File: config.mk
export PLATFORM = sky130hd
export DESIGN_NAME = dbg_cycle_counter
export DESIGN_NICKNAME = d
export VERILOG_FILES = /design/src/rtl/dcc_pkg.sv /design/src/rtl/dcc_dbg_track.sv /design/src/rtl/dcc_counter.sv /design/src/rtl/dcc_break.sv /design/src/rtl/dbg_cycle_counter.sv
export SDC_FILE = /design/constraint.sdc
export NUM_CORES = 1
export LEC_CHECK = 0
export BUFFER_PORTS_ARGS = -buffer_cell sky130_fd_sc_hd__buf_2
export CAP_MARGIN = 40
export CELL_PAD_IN_SITES_DETAIL_PLACEMENT = 1
export CELL_PAD_IN_SITES_GLOBAL_PLACEMENT = 2
export CORE_ASPECT_RATIO = 1.25
export CORE_MARGIN = 3
export CORE_UTILIZATION = 27
export CTS_CLUSTER_SIZE = 8
export DETAILED_ROUTE_END_ITERATION = 10
export PLACE_DENSITY = 0.69
export SETUP_SLACK_MARGIN = 0.15
export SLEW_MARGIN = 10
export SYNTH_ARGS = -nofsm -noshare
export SYNTH_HDL_FRONTEND = slang
export SYNTH_SLANG_ARGS = --single-unit
File: constraint.sdc
create_clock -name clk_i -period 2.8 [get_ports clk_i]
set_input_delay 0.56 -clock clk_i [delete_from_list [all_inputs] [get_ports clk_i]]
set_output_delay 0.56 -clock clk_i [all_outputs]
set_load 0.005 [all_outputs]
File: src/rtl/dcc_pkg.sv
package dcc_pkg;
  localparam int unsigned CNT_W = 16;

  typedef enum logic [1:0] {
    MODE_CYCLE = 2'b00,
    MODE_DOWN  = 2'b01,
    MODE_MATCH = 2'b10,
    MODE_PARK  = 2'b11
  } dcc_mode_e;
endpackage

File: src/rtl/dcc_dbg_track.sv
module dcc_dbg_track (
  input  logic clk_i,
  input  logic rst_ni,
  input  logic dbg_mode_i,
  output logic dbg_exit_o
);
  logic dbg_q;

  always_ff @(posedge clk_i or negedge rst_ni) begin
    if (!rst_ni) dbg_q <= 1'b0;
    else         dbg_q <= dbg_mode_i;
  end

  // first running cycle after a halt
  assign dbg_exit_o = dbg_q & ~dbg_mode_i;

  p_exit_single_r3: assert property (@(posedge clk_i) disable iff (!rst_ni)
    dbg_exit_o |=> !dbg_exit_o);
endmodule

File: src/rtl/dcc_counter.sv
module dcc_counter
  import dcc_pkg::*;
#(
  parameter int unsigned W = CNT_W
) (
  input  logic         clk_i,
  input  logic         rst_ni,
  input  dcc_mode_e    mode_i,
  input  logic         dbg_mode_i,
  input  logic         dbg_exit_i,
  input  logic         ld_we_i,
  input  logic [W-1:0] ld_val_i,
  output logic [W-1:0] cnt_o,
  output logic         zero_hit_o
);
  localparam logic [W-1:0] CNT_MAX = '1;
  localparam logic [W-1:0] CNT_ONE = {{(W-1){1'b0}}, 1'b1};

  logic [W-1:0] cnt_q, cnt_d;

  always_comb begin
    cnt_d = cnt_q;
    if (dbg_mode_i) begin
      if (ld_we_i) cnt_d = ld_val_i;
    end else begin
      unique case (mode_i)
        MODE_CYCLE: begin
          if (dbg_exit_i)             cnt_d = '0;
          else if (cnt_q != CNT_MAX)  cnt_d = cnt_q + CNT_ONE;
        end
        MODE_DOWN: begin
          if (cnt_q != '0) cnt_d = cnt_q - CNT_ONE;
        end
        default: ;
      endcase
    end
  end

  always_ff @(posedge clk_i or negedge rst_ni) begin
    if (!rst_ni) cnt_q <= '0;
    else         cnt_q <= cnt_d;
  end

  assign cnt_o      = cnt_q;
  assign zero_hit_o = !dbg_mode_i && (mode_i == MODE_DOWN) && (cnt_q == CNT_ONE);

  p_load_r2: assert property (@(posedge clk_i) disable iff (!rst_ni)
    (dbg_mode_i && ld_we_i) |=> cnt_o == $past(ld_val_i));
  p_exit_clear_r3: assert property (@(posedge clk_i) disable iff (!rst_ni)
    (mode_i == MODE_CYCLE && dbg_exit_i) |=> cnt_o == '0);
  p_cycle_inc_r4: assert property (@(posedge clk_i) disable iff (!rst_ni)
    (mode_i == MODE_CYCLE && !dbg_mode_i && !dbg_exit_i && cnt_o != CNT_MAX)
      |=> cnt_o == $past(cnt_o) + CNT_ONE);
  p_no_overflow_r5: assert property (@(posedge clk_i) disable iff (!rst_ni)
    (mode_i == MODE_CYCLE && !dbg_mode_i && !dbg_exit_i && cnt_o == CNT_MAX)
      |=> cnt_o == CNT_MAX);
  p_down_dec_r6: assert property (@(posedge clk_i) disable iff (!rst_ni)
    (mode_i == MODE_DOWN && !dbg_mode_i && cnt_o != '0)
      |=> cnt_o == $past(cnt_o) - CNT_ONE);
  p_down_floor_r6: assert property (@(posedge clk_i) disable iff (!rst_ni)
    (mode_i == MODE_DOWN && !dbg_mode_i && cnt_o == '0) |=> cnt_o == '0);
  p_halt_hold_r7: assert property (@(posedge clk_i) disable iff (!rst_ni)
    (dbg_mode_i && !ld_we_i) |=> $stable(cnt_o));
  p_park_hold_r10: assert property (@(posedge clk_i) disable iff (!rst_ni)
    (mode_i inside {MODE_PARK, MODE_MATCH} && !dbg_mode_i) |=> $stable(cnt_o));
endmodule

File: src/rtl/dcc_break.sv
module dcc_break
  import dcc_pkg::*;
#(
  parameter int unsigned W = CNT_W
) (
  input  logic         clk_i,
  input  logic         rst_ni,
  input  dcc_mode_e    mode_i,
  input  logic         dbg_mode_i,
  input  logic [W-1:0] cnt_i,
  input  logic [W-1:0] pc_i,
  input  logic         zero_hit_i,
  output logic         brk_o
);
  logic match_now, match_q, brk_q;

  assign match_now = (mode_i == MODE_MATCH) && !dbg_mode_i && (pc_i == cnt_i);

  always_ff @(posedge clk_i or negedge rst_ni) begin
    if (!rst_ni) begin
      match_q <= 1'b0;
      brk_q   <= 1'b0;
    end else begin
      match_q <= match_now;
      brk_q   <= zero_hit_i | (match_now & ~match_q);
    end
  end

  assign brk_o = brk_q;

  p_down_brk_r8: assert property (@(posedge clk_i) disable iff (!rst_ni)
    zero_hit_i |=> brk_o && cnt_i == '0);
  p_down_once_r8: assert property (@(posedge clk_i) disable iff (!rst_ni)
    (mode_i == MODE_DOWN && cnt_i == '0) |=> !brk_o);
  p_match_halt_r9: assert property (@(posedge clk_i) disable iff (!rst_ni)
    (mode_i == MODE_MATCH && dbg_mode_i) |=> !brk_o);
  p_no_brk_r10: assert property (@(posedge clk_i) disable iff (!rst_ni)
    (mode_i inside {MODE_CYCLE, MODE_PARK}) |=> !brk_o);
endmodule

File: src/rtl/dbg_cycle_counter.sv
module dbg_cycle_counter
  import dcc_pkg::*;
#(
  parameter int unsigned W = CNT_W
) (
  input  logic         clk_i,
  input  logic         rst_ni,
  input  logic         dbg_mode_i,
  input  logic [1:0]   mode_i,
  input  logic [W-1:0] ld_val_i,
  input  logic         ld_we_i,
  input  logic [W-1:0] pc_i,
  output logic [W-1:0] cnt_o,
  output logic         brk_o
);
  dcc_mode_e mode;
  logic      dbg_exit;
  logic      zero_hit;

  assign mode = dcc_mode_e'(mode_i);

  dcc_dbg_track u_track (
    .clk_i      (clk_i),
    .rst_ni     (rst_ni),
    .dbg_mode_i (dbg_mode_i),
    .dbg_exit_o (dbg_exit)
  );

  dcc_counter #(.W(W)) u_cnt (
    .clk_i      (clk_i),
    .rst_ni     (rst_ni),
    .mode_i     (mode),
    .dbg_mode_i (dbg_mode_i),
    .dbg_exit_i (dbg_exit),
    .ld_we_i    (ld_we_i),
    .ld_val_i   (ld_val_i),
    .cnt_o      (cnt_o),
    .zero_hit_o (zero_hit)
  );

  dcc_break #(.W(W)) u_brk (
    .clk_i      (clk_i),
    .rst_ni     (rst_ni),
    .mode_i     (mode),
    .dbg_mode_i (dbg_mode_i),
    .cnt_i      (cnt_o),
    .pc_i       (pc_i),
    .zero_hit_i (zero_hit),
    .brk_o      (brk_o)
  );

  always_comb begin
    p_reset_r1: assert (rst_ni || (cnt_o == '0 && !brk_o));
  end
endmodule

# Yosys cells after proc, flatten, opt, wreduce, memory -nomap -nowiden
# Cells that the tools add are included.
word_totals:
  ff_bits: 19
  ram_bits: 0
  output_inout_bits: 17
  latch_bits: 0
  n_memories: 0
  wordCells: 34
  rom_bits: 0
  in_bits: 38
classes:
  magnitude_cmp: 0
  n_addsub: 2
  n_mux: 6
  shifts: 0
  n_reduce_logical: 9
  n_bitwise: 5
  div: 0
  eq_ne: 8
  n_mul: 0
op_table:
  columns: ["operator", "n"]
  rows:
  - ["$mux W16", 5]
  - ["$pmux W16 S2", 1]
  - ["$add A16 B1 Y16 const B", 1]
  - ["$eq A16 B1 Y1 const B", 1]
  - ["$eq A16 B16 Y1", 1]
  - ["$ne A16 B16 Y1 const B", 1]
  - ["$reduce_bool A16 Y1", 1]
  - ["$sub A16 B1 Y16 const B", 1]
  - ["$logic_and A1 B1 Y1", 4]
  - ["$ne A4 B3 Y1 const B", 1]
  - ["$reduce_and A4 Y1", 1]
  - ["$ne A3 B2 Y1 const B", 1]
  - ["$reduce_bool A3 Y1", 1]
  - ["$and A1 B1 Y1", 2]
  - ["$eq A2 B1 Y1 const B", 1]
  - ["$eq A2 B2 Y1 const B", 1]
  - ["$logic_not A2 Y1", 1]
  - ["$ne A2 B1 Y1 const B", 1]
  - ["$not A1 Y1", 2]
  - ["$logic_not A1 Y1", 1]
  - ["$or A1 B1 Y1", 1]

# Depth between registers and ports, before layout
logic_depth:
  ltp_word: 5
  mapped_depth: 7
  mapped_depth_nobuf: 7

# Cells and area by module
# A second synthesis with hierarchy kept.
hier_totals:
  hier_cells: 242
  area_unflattened_um2: 1988.2
by_module_without_submodules:
  columns: ["module", "seq_area_each_um2", "cells_per_inst", "n_inst", "area_each_um2"]
  rows:
  - ["dcc_counter", 400.4, 213, 1, 1700.4]
  - ["dcc_break", 50.0, 27, 1, 249.0]
  - ["dcc_dbg_track", 25.0, 2, 1, 38.8]

# Worst setup path after synthesis
# Ideal clock, no wire load.
synth_timing:
  kind: "register to register"
  startpoint: "register u_cnt.cnt_q[4], in the netlist u_cnt.cnt_o[4]"
  endpoint: "register u_cnt.cnt_q[14], in the netlist u_cnt.cnt_o[14]"
  stages_incl_launch_ff: 8
  setup_time_ns: 0.122
  path_slack_ns: 0.624
  n_path_buf: 2
  period_less_slack_ns: 2.176
  required_time_ns: 2.678
  arrival_time_ns: 2.054
  cell_sequence: "dfrtp_1 -> buf_6 -> or3_1 -> buf_2 -> or4_4 -> o311ai_2 -> nand3_1 -> a32o_1"
synth_between:
  elab_chain_cells: 5
  word_cells_on_any_way: 12
  classes_between: "2 x add/sub; 3 x eq/ne; 5 x mux; 2 x reduce/logical"
synth_lines:
  columns: ["element", "line_no", "rtl"]
  rows:
  - ["from (decl)", "dcc_counter.sv:19", "logic [W-1:0] cnt_q, cnt_d;"]
  - ["from (signal assigned)", "dcc_counter.sv:41", "else cnt_q <= cnt_d;"]
  - ["$add A16 B1 Y16", "dcc_counter.sv:29", "else if (cnt_q != CNT_MAX) cnt_d = cnt_q + CNT_ONE;"]
  - ["$mux W16", "dcc_counter.sv:29", null]
  - ["$mux W16", "dcc_counter.sv:28", "if (dbg_exit_i) cnt_d = '0;"]
  - ["$pmux W16 S2", "dcc_counter.sv:26", "unique case (mode_i)"]
  - ["$mux W16", "dcc_counter.sv:23", "if (dbg_mode_i) begin"]
# Parallel ways exist; a longest one is shown, timed or not. The select of a mux whose other input is x is not followed.
# A chain may end at the register's enable or synchronous reset.

# Worst setup path in the final report
layout_timing:
  startpoint: "register u_cnt.cnt_q[7], in the netlist u_cnt.cnt_o[7]"
  endpoint: "register u_cnt.cnt_q[9], in the netlist u_cnt.cnt_o[9]"
# The elaborated chain is that of the path after synthesis.

==> reports/results.tsv <==
stage	metric	value	unit
critical_path	critPathCaptureType	flip-flop	
power	cellPowerDensity	468	nW/um^2
yosys	synth_top_flop_cell	dfrtp_1	
sta	finalHoldViolCount	0	
global_route	overflow	0	
sta	drv_slew	0	
final_layout	finalNetCount	338	
clock_network	insertion_delay	0.26	ns
routing	vias_per_cell	5.64	
yosys	yosysSeqAreaShare	0.237	
die	core.rowCount	34	
global_route	grt_max_degree	20	
sta	finalCritPeriodShare	0.892	
yosys	syn_avg_cell_area	8.12	um^2
critical_path	critPathLaunchType	flip-flop	
routing	drt_iter0_drc	156	
yosys	syn_nets	288	
sta	finClkSkew	0.00174	ns
critical_path	critPathRequiredTime	2.96	ns
clock_network	cts_buffers	3	
placed_design	numPortBuffers	54	
sta	max_slew_margin	0.525	
clock_network	cts_hold_buf	0	
final_layout	drive_above_1_share	0.287	
yosys	yosys_warnings	0	
yosys	synthCells	247	
routing	post_drt_wl_per_cell	20.2	um
flow_run	maxCapViolCount	0	
global_route	grt_pass1_vias	2343	
clock_network	ctsResizeCount	0	
die	ios	55	
clock_network	htree_num_levels	1	
routing	wirelength	7.82	mm
sta	worst_pin_slew	0.712	ns
die	die_w	83.1	um
routing	vias	2178	
critical_path	crit_arrival	2.66	ns
yosys	synth_most_common_cell	dfrtp_1	
clock_network	clk_root_buffer_cell	clkbuf_8	
clock_network	cts_setup_buffers	0	
yosys	yosysUniqueCellTypes	54	
critical_path	path_class	reg2reg	
final_layout	diodes	0	
routing	remaining_drc_errors	0	
clock_network	cts_tree	yes	
global_route	grt_pass1_wl	12.7	mm
placed_design	gp_congestion	0.906	
sta	timing.hold.ws	0.241	ns
power	power.total	1.12	mW
critical_path	worstPathMaxFanout	12	
run_status	status	finished, final reports clean	
yosys	synth_edf_count	0	
yosys	async_flop_share	1.00	
yosys	synth_common_cells	dfrtp_1, nand2_1, nor2_1, nor3_1, nand3_1	
die	start_util	0.282	
sta	rsz0062_at_grt	false	
global_route	antenna_found_initial	0	
clock_network	clk_pin_slew	0.08	ns
final_layout	area_growth_syn_to_layout	18.8	%
yosys	ys_top_cells_by_area	dfrtp_1, xnor2_1, xor2_1	
sta	fmax	400	MHz
yosys	yosysTopAreaCell	dfrtp_1	
global_route	grt_usage	0.188	
sta	setup_viol	0	
yosys	netlist.area_leader.share	0.237	
power	leakagePower	0.975	nW
routing	postRouteAntennaNets	0	
placed_design	dp_hpwl	6.02	mm
hold_path	hold_path.class	in2async	
die	die-height	102	um
clock_network	clockBufferDepth	2	
sta	tns	0	ns
clock_network	clkSinkCount	19	
yosys	ys_ff_latch	19	
die	core_area	7100	um^2
yosys	synth_area	2000	um^2
final_layout	final_core_util	0.335	
sta	fin_crit	2.50	ns
power	irDropWorstVdd	0.000204	V
die	dieArea	8500	um^2
routing	dr.pass1.iters	4	
placed cells by master (no fill, tap or decap), types with 3 or more instances in the layout:
cell      Yosys  routed
o41ai_1       3       3
a31oi_1       4       4
nand3_1      13      13
nand4_1       7       7
o21ai_0      11      11
a32o_1        3       3
o221a_2       4       4
xor2_1       11      11
a221oi_1      6       6
mux2_1        3       3
or3_1         4       4
xnor2_1      11      11
o221ai_1      4       4
nand2b_1      4       4
buf_2         5      54
nor3_1       14      14
buf_4         4      17
inv_1         6       6
o21a_1        3       3
nor2_1       16      16
dfrtp_1      19      19
and3_1        4       4
nor4_1        9       9
a21oi_1       6       6
ha_1          3       3
a22oi_1       3       3
o31ai_1       4       4
clkbuf_8      0       3
nand2_1      17      17
registers in the layout, summed over array words and instances, names as in the netlist:
register       count
u_track.dbg_q      1
u_cnt.cnt_o       16
u_brk.brk_o        1
u_brk.match_q      1
critical path, stage by stage, from the launching register on:
cell	delay, ns
dfrtp_1	0.54
nor3_1	0.48
nand4_1	0.43
o21a_1	0.37
mux2_1	0.36
a31o_1	0.20
stage by stage:
step / std cells / worst slack (ns) / instance area [um^2]
6_report: 386 / 0.302 / 2380
5_1_grt: 386 / 0.170 / 2380
4_1_cts: 386 / 0.322 / 2380
3_5_place_dp: 382 / 0.346 / 2340
3_3_place_gp: 382 / 0.352 / 2340
2_1_floorplan: 247 / 0.624 / 2000
power breakdown:
group          total (mW)  switching [mW]  internal, mW
logic               0.476           0.255         0.221
registers           0.434           0.119         0.315
clock network       0.205           0.103         0.102
total                1.12           0.477         0.638
worst paths after layout:
kind                                start               to  slack, ns  cells after the start
min in group clk_i          u_brk.match_q      u_brk.brk_o       0.44                      1
max                        u_cnt.cnt_o[7]   u_cnt.cnt_o[9]       0.30                      5
min reg2reg                 u_brk.match_q      u_brk.brk_o       0.44                      1
max reg2reg                u_cnt.cnt_o[7]   u_cnt.cnt_o[9]       0.30                      5
min                                rst_ni  u_cnt.cnt_o[12]       0.24                      1
max in group asynchronous          rst_ni   u_cnt.cnt_o[1]       2.24                      1
final cells by class:
type,instances,area (um^2)
Clock buffer,4,45.0
Fill cell,895,4720
Inverter,6,22.5
Multi-Input combinational cell,196,1330
Sequential cell,19,475
Tap cell,90,113
Timing Repair Buffer,71,398
logic make-up (layout without fill, tap and decap cells):
group                      Yosys count  in the layout  synth area share
DFF                                 19             19             0.237
xor gates and xnor gates            22             22            0.0961
muxes                                6              6            0.0325
AOI/OAI and AO/OA                   66             66             0.257
buffers and inverters               32             81             0.100
adders and majority gates            3              3            0.0187
and+or+nand+nor                     99             99             0.258
metal layers:
layer	vias to the layer above	track usage	wire length (um)
met5	-	0	0
li1	1033	-	-
met4	0	0.0730	234
met1	1071	0.232	3380
met3	18	0.0379	356
met2	56	0.324	3850
(Power assumes the default switching activity.)
